<file path="src/rtl/dpp_pkg.sv">
package dpp_pkg;
    typedef enum logic [1:0] {
        ST_FIXED = 2'd0,
        ST_RISE  = 2'd1,
        ST_FALL  = 2'd2
    } sweep_state_t;
endpackage

</file>
<file path="src/rtl/dpp_bounds.sv">
module dpp_bounds #(
    parameter int PW = 16,
    parameter int DW = 8,
    localparam int OW = PW + 1
) (
    input  logic [PW-1:0] nom,
    input  logic [DW-1:0] half_cycles,
    output logic [OW-1:0] lo,
    output logic [OW-1:0] hi,
    output logic [PW-1:0] step
);
    logic [PW-1:0] eighth;
    logic [PW-1:0] span;
    logic [PW-1:0] divisor;
    logic [PW-1:0] quot;

    always_comb begin
        eighth  = nom >> 3;
        lo      = {1'b0, nom} - {1'b0, eighth};
        hi      = {1'b0, nom} + {1'b0, eighth};
        span    = eighth << 1;
        divisor = (half_cycles == '0) ? PW'(1) : PW'(half_cycles);
        quot    = span / divisor;
        step    = (quot == '0) ? PW'(1) : quot;
    end

    always_comb begin
        a_r3_band_order: assert (lo <= hi);
    end
endmodule

</file>
<file path="src/rtl/dpp_cycle_counter.sv">
module dpp_cycle_counter #(
    parameter int OW = 17
) (
    input  logic          clk,
    input  logic          rst,
    input  logic [OW-1:0] per,
    output logic          wrap,
    output logic          start
);
    logic [OW-1:0] cnt_q;
    logic [OW:0]   cnt_inc;

    always_comb begin
        cnt_inc = {1'b0, cnt_q} + (OW+1)'(1);
        wrap    = !rst && (cnt_inc >= {1'b0, per});
        start   = !rst && (cnt_q == '0);
    end

    always_ff @(posedge clk) begin
        if (rst)       cnt_q <= '0;
        else if (wrap) cnt_q <= '0;
        else           cnt_q <= cnt_inc[OW-1:0];
    end

    a_r6_count_range: assert property (@(posedge clk) disable iff (rst)
        (cnt_q == '0) || (cnt_q < per));
endmodule

</file>
<file path="src/rtl/dpp_sweep.sv">
module dpp_sweep
    import dpp_pkg::*;
#(
    parameter int PW = 16,
    localparam int OW = PW + 1
) (
    input  logic          clk,
    input  logic          rst,
    input  logic          en,
    input  logic          wrap,
    input  logic [PW-1:0] nom,
    input  logic [OW-1:0] lo,
    input  logic [OW-1:0] hi,
    input  logic [PW-1:0] step,
    output logic [OW-1:0] per
);
    sweep_state_t  state_q, state_d;
    logic [OW-1:0] per_q, per_d;
    logic [OW:0]   up_sum;
    logic [OW:0]   dn_lim;

    // state register
    always_ff @(posedge clk) begin
        if (rst) begin
            state_q <= ST_FIXED;
            per_q   <= {1'b0, nom};
        end else begin
            state_q <= state_d;
            per_q   <= per_d;
        end
    end

    // next state and period
    always_comb begin
        up_sum  = {1'b0, per_q} + (OW+1)'(step);
        dn_lim  = {1'b0, lo} + (OW+1)'(step);
        state_d = state_q;
        per_d   = per_q;
        if (wrap) begin
            if (!en) begin
                state_d = ST_FIXED;
                per_d   = {1'b0, nom};
            end else begin
                unique case (state_q)
                    ST_FIXED, ST_RISE: begin
                        if (up_sum >= {1'b0, hi}) begin
                            state_d = ST_FALL;
                            per_d   = hi;
                        end else begin
                            state_d = ST_RISE;
                            per_d   = up_sum[OW-1:0];
                        end
                    end
                    ST_FALL: begin
                        if ({1'b0, per_q} <= dn_lim) begin
                            state_d = ST_RISE;
                            per_d   = lo;
                        end else begin
                            state_d = ST_FALL;
                            per_d   = per_q - OW'(step);
                        end
                    end
                    default: begin
                        state_d = ST_FIXED;
                        per_d   = {1'b0, nom};
                    end
                endcase
            end
        end
    end

    // outputs
    always_comb begin
        per = per_q;
    end

    a_r3_within_band: assert property (@(posedge clk) disable iff (rst)
        (state_q != ST_FIXED) |-> (per_q >= lo && per_q <= hi));

    a_r2_nominal_when_off: assert property (@(posedge clk) disable iff (rst)
        (wrap && !en) |=> (per_q == {1'b0, $past(nom)}));

    a_r5_step_limit: assert property (@(posedge clk) disable iff (rst)
        (wrap && en) |=> (((per_q >= $past(per_q)) ? (per_q - $past(per_q))
                                                  : ($past(per_q) - per_q)) <= OW'(step)));
endmodule

</file>
<file path="src/rtl/dpp_period_gen.sv">
module dpp_period_gen #(
    parameter int PW = 16,
    parameter int DW = 8,
    localparam int OW = PW + 1
) (
    input  logic          clk,
    input  logic          rst,
    input  logic          dith_en,
    input  logic [PW-1:0] nom_period,
    input  logic [DW-1:0] half_sweep_cycles,
    output logic [OW-1:0] period_word,
    output logic          cyc_start
);
    logic [OW-1:0] lo_b, hi_b;
    logic [PW-1:0] step_b;
    logic          wrap;

    dpp_bounds #(.PW(PW), .DW(DW)) u_bounds (
        .nom         (nom_period),
        .half_cycles (half_sweep_cycles),
        .lo          (lo_b),
        .hi          (hi_b),
        .step        (step_b)
    );

    dpp_sweep #(.PW(PW)) u_sweep (
        .clk  (clk),
        .rst  (rst),
        .en   (dith_en),
        .wrap (wrap),
        .nom  (nom_period),
        .lo   (lo_b),
        .hi   (hi_b),
        .step (step_b),
        .per  (period_word)
    );

    dpp_cycle_counter #(.OW(OW)) u_counter (
        .clk   (clk),
        .rst   (rst),
        .per   (period_word),
        .wrap  (wrap),
        .start (cyc_start)
    );

    a_r6_period_held: assert property (@(posedge clk) disable iff (rst)
        !wrap |=> $stable(period_word));

    a_r1_quiet_in_reset: assert property (@(posedge clk)
        rst |-> !cyc_start);
endmodule

</file>
<file path="config.mk">
export PLATFORM = sky130hd
export DESIGN_NAME = dpp_period_gen
export DESIGN_NICKNAME = d
export VERILOG_FILES = /design/src/rtl/dpp_pkg.sv /design/src/rtl/dpp_bounds.sv /design/src/rtl/dpp_cycle_counter.sv /design/src/rtl/dpp_sweep.sv /design/src/rtl/dpp_period_gen.sv
export SDC_FILE = /design/constraint.sdc
export NUM_CORES = 1
export LEC_CHECK = 0
export CAP_MARGIN = 20
export CORE_ASPECT_RATIO = 0.7
export CORE_UTILIZATION = 45
export DETAILED_ROUTE_END_ITERATION = 10
export DONT_BUFFER_PORTS = 1
export GPL_TIMING_DRIVEN = 0
export PLACE_DENSITY = 0.7
export SYNTH_ARGS = -nofsm -noshare
export SYNTH_HDL_FRONTEND = slang
export SYNTH_SLANG_ARGS = --single-unit
</file>
<file path="constraint.sdc">
create_clock -name clk -period 40.4 [get_ports clk]
set_input_delay 8.08 -clock clk [delete_from_list [all_inputs] [get_ports clk]]
set_output_delay 8.08 -clock clk [all_outputs]
set_load 0.05 [all_outputs]
</file>
==> report_table.html <==
<table>
<tr><th>Metric</th><th>Value</th></tr>
<tr><th colspan="2">Logic synthesis</th></tr>
<tr><td>Average cell area after synthesis</td><td>7.74 sq um</td></tr>
<tr><td>Number of distinct library cell variants in the gate-level netlist after synthesis</td><td>105</td></tr>
<tr><td>Number of warnings printed during yosys synthesis</td><td>0</td></tr>
<tr><td>Leading area contributor after synthesis</td><td>sky130_fd_sc_hd__ha_1</td></tr>
<tr><td>Area fraction of the dominant cell type after synthesis</td><td>0.247</td></tr>
<tr><td>Share of flip-flops with an asynchronous set or reset after synthesis</td><td>0</td></tr>
<tr><td>Number of synthesized flops with an enable pin</td><td>16</td></tr>
<tr><td>Post-synth design cell area</td><td>about 0.011 sq mm</td></tr>
<tr><td>Sequential element share of the synthesized area</td><td>0.0768</td></tr>
<tr><td>Gate count of the mapped netlist</td><td>between 1000 and 1500</td></tr>
<tr><td>Seq cells post-synth</td><td>36</td></tr>
<tr><td>Commonest register cell after synthesis</td><td>sky130_fd_sc_hd__dfxtp_1</td></tr>
<tr><td>Top post-synthesis cells by area</td><td>sky130_fd_sc_hd__ha_1 25%, sky130_fd_sc_hd__xnor2_1 6.0%, sky130_fd_sc_hd__a21oi_1 4.8%</td></tr>
<tr><th colspan="2">Clock tree</th></tr>
<tr><td>Number of clock sinks</td><td>36</td></tr>
<tr><td>Post-CTS clock slew at the launch and capture registers of the worst setup and hold paths</td><td>60 ps</td></tr>
<tr><td>Clock root buffer</td><td>sky130_fd_sc_hd__clkbuf_16</td></tr>
<tr><td>Clk_lat worst skew</td><td>300 ps</td></tr>
<tr><td>Clock tree from TritonCTS</td><td>built</td></tr>
<tr><td>TritonCTS buffer count</td><td>5</td></tr>
<tr><td>Maximum clock path buffer count</td><td>2</td></tr>
<tr><td>Depth of the CTS H-tree</td><td>2</td></tr>
<tr><th colspan="2">GRT</th></tr>
<tr><td>Total GRT Usage</td><td>0.254</td></tr>
<tr><td>Via count of the first global-routing pass</td><td>10500</td></tr>
<tr><td>Number of antenna violations at the first check in global routing</td><td>1</td></tr>
<tr><td>Maximum number of pins on one net before global-route repair</td><td>17</td></tr>
<tr><td>Overflow left after global routing</td><td>0</td></tr>
<tr><td>Global-route wire length before repair</td><td>53.5 mm</td></tr>
<tr><th colspan="2">Layout</th></tr>
<tr><td>Final antenna diode count</td><td>0</td></tr>
<tr><td>Highest-count cells in the layout ignoring fill and taps</td><td>208 x sky130_fd_sc_hd__ha_1, 131 x sky130_fd_sc_hd__buf_4, 117 x sky130_fd_sc_hd__inv_1, 80 x sky130_fd_sc_hd__nand2_1, 77 x sky130_fd_sc_hd__xnor2_1</td></tr>
<tr><td>Most common cell after layout, fill and taps aside</td><td>sky130_fd_sc_hd__ha_1</td></tr>
<tr><td>Final core occ</td><td>0.567</td></tr>
<tr><td>Number of filler cells placed in the layout</td><td>around 2200</td></tr>
<tr><td>Fraction of layout instances using a drive strength above 1</td><td>0.226</td></tr>
<tr><td>Nets</td><td>1889</td></tr>
<tr><td>Post-route cell area</td><td>0.0141 sq mm</td></tr>
<tr><td>Area delta synth-&gt;final</td><td>22.9%</td></tr>
<tr><th colspan="2">Timing</th></tr>
<tr><td>Count of final max-slew check failures</td><td>0</td></tr>
<tr><td>Post-Route Skew</td><td>about 8.4 ps</td></tr>
<tr><td>Post-route setup slack</td><td>1090 ps</td></tr>
<tr><td>Number of endpoints with negative hold slack in the final report</td><td>0</td></tr>
<tr><td>Worst-case headroom to the max-slew limit</td><td>0.364</td></tr>
<tr><td>Post-route fraction of the period consumed by the critical path</td><td>0.973</td></tr>
<tr><td>Highest clock frequency the design can meet</td><td>25.4 MHz</td></tr>
<tr><td>Transition time at the pin with the least slew margin</td><td>952 ps</td></tr>
<tr><td>TNS Setup</td><td>0 ps</td></tr>
<tr><td>Setup Viol. Count Final</td><td>0</td></tr>
<tr><td>Final Critical Period</td><td>39310 ps</td></tr>
<tr><th colspan="2">Routing</th></tr>
<tr><td>Drt total wl</td><td>36.3 mm</td></tr>
<tr><td>Per-cell routed wire length</td><td>18.5 um</td></tr>
<tr><td>Antenna Violating Nets Remaining</td><td>0</td></tr>
<tr><td>Initial detailed-routing violation count</td><td>1045</td></tr>
<tr><td>Mean number of vias per cell</td><td>slightly above 6</td></tr>
<tr><td>Via count</td><td>11800</td></tr>
<tr><td>Drt pass-1 iters</td><td>8</td></tr>
<tr><td>DRC violations left</td><td>6</td></tr>
<tr><th colspan="2">Critical path</th></tr>
<tr><td>Required time worst endpoint</td><td>approximately 41000 ps</td></tr>
<tr><td>Crit. End Element</td><td>register</td></tr>
<tr><td>Crit path DAT</td><td>about 39000 ps</td></tr>
<tr><td>Startpoint type of the worst setup path</td><td>input pin</td></tr>
<tr><td>CP max FO</td><td>11</td></tr>
<tr><td>Cell type of the slowest stage on the worst timing path</td><td>sky130_fd_sc_hd__or4_4</td></tr>
<tr><td>Dominant delay contributor by cell family on the critical path</td><td>compound AO/OA/AOI/OAI gates</td></tr>
<tr><td>Worst path most repeated cell</td><td>sky130_fd_sc_hd__o21a_1</td></tr>
<tr><td>WP buf/inv</td><td>22</td></tr>
<tr><td>Path type of the worst setup path</td><td>input pin to register</td></tr>
<tr><td>Stage delay of the slowest cell on the critical path</td><td>440 ps</td></tr>
<tr><th colspan="2">Place</th></tr>
<tr><td>Worst slack after detailed placement</td><td>-5710 ps</td></tr>
<tr><td>Routability-driven placement congestion ratio</td><td>0.943</td></tr>
<tr><td>Placed Area</td><td>0.0119 sq mm</td></tr>
<tr><td>Number of port buffers</td><td>0</td></tr>
<tr><td>Detailed placement HPWL</td><td>26.9 mm</td></tr>
<tr><th colspan="2">Status</th></tr>
<tr><td>Run status</td><td>finished, violations left</td></tr>
<tr><td>Failing checks</td><td>design-rule violations</td></tr>
<tr><th colspan="2">Worst hold path</th></tr>
<tr><td>Tightest Hold Check Type</td><td>register to register</td></tr>
<tr><th colspan="2">Job</th></tr>
<tr><td>Number of maximum-capacitance constraint violations</td><td>0</td></tr>
<tr><th colspan="2">Die</th></tr>
<tr><td>Die span in y</td><td>136 um</td></tr>
<tr><td>DIE WIDTH</td><td>193 um</td></tr>
<tr><td>Starting density of the core</td><td>0.461</td></tr>
<tr><td>Die Area</td><td>~0.026 sq mm</td></tr>
<tr><td>Standard-cell rows</td><td>48</td></tr>
<tr><td>Number of top-level pins</td><td>45</td></tr>
<tr><td>Core area</td><td>~0.025 sq mm</td></tr>
</table>
==> cell type report <==
class	count	area, sq um	share of cell area
multi-input cells	1281	10800	0.763
repair buffers	139	1110	0.0787
flip-flops and latches	36	881	0.0625
inverters	132	531	0.0376
well taps	325	407	0.0288
plain buffers	36	254	0.0180
clock buffers	6	150	0.0106
clock inverters	2	11.3	0.000799
==> flip-flops by register name, summed over array words and instances, names as in the netlist <==
register	cells
u_counter.cnt_q	17
u_sweep.state_q	2
u_sweep.per	17
==> synth_stat cells (all sizes together), types with 16 or more instances <==
cell / instances
ha: 226
inv: 132
a21oi: 116
nand2: 88
nor2: 86
xnor2: 78
o21ai: 64
nor3: 60
a21o: 57
o21a: 56
o31ai: 35
nand2b: 33
o21bai: 31
clkbuf: 28
nand3: 28
mux2: 27
xor2: 27
nor2b: 26
o22ai: 26
mux2i: 23
dfxtp: 20
edfxtp: 16
==> stage by stage <==
| step | hold WS, ps | cells |
|---|---|---|
| 2_1_floorplan | 456 | 1485 |
| 3_3_place_gp | 499 | 1810 |
| 3_5_place_dp | 514 | 1813 |
| 4_1_cts | 528 | 1874 |
| 5_1_grt | 559 | 1957 |
| 6_report | 530 | 1957 |
==> repair_timing <==
item                       in CTS  in global routing
gates resized for setup        73                141
hold buffers                    0                  0
setup endpoints to repair      19                 19
cloned                          0                  2
setup buffers                  53                 81
pin swaps                      22                 91
==> layer usage <==
layer,wire [um],track usage
met3,3170,0.0531
met5,0,0
met2,15400,0.376
met1,17300,0.377
met4,474,0.0398
==> logic make-up after synthesis <==
family,count (synthesis),synth area share
multiplexers,50,0.0489
XOR/XNOR,105,0.0802
other,2,0.000655
AO/OA/AOI/OAI,481,0.296
AND/OR/NAND/NOR,408,0.183
adder cells (fa/ha/maj),232,0.256
buffers and inverters,168,0.0579
flip-flops,36,0.0768
==> path summary, 6_finish.rpt <==
kind	startpoint	end	slack [ps]	cells after the start
max reg2reg	u_sweep.per[2]	u_sweep.per[2]	34780	28
max	half_sweep_cycles[5]	u_sweep.per[7]	1090	178
min	u_counter.cnt_q[0]	u_counter.cnt_q[0]	530	1
min reg2reg	u_counter.cnt_q[0]	u_counter.cnt_q[0]	530	1
Power is not shown: default switching activity piles up to over one toggle a cycle in this logic, so the estimate is an artifact.
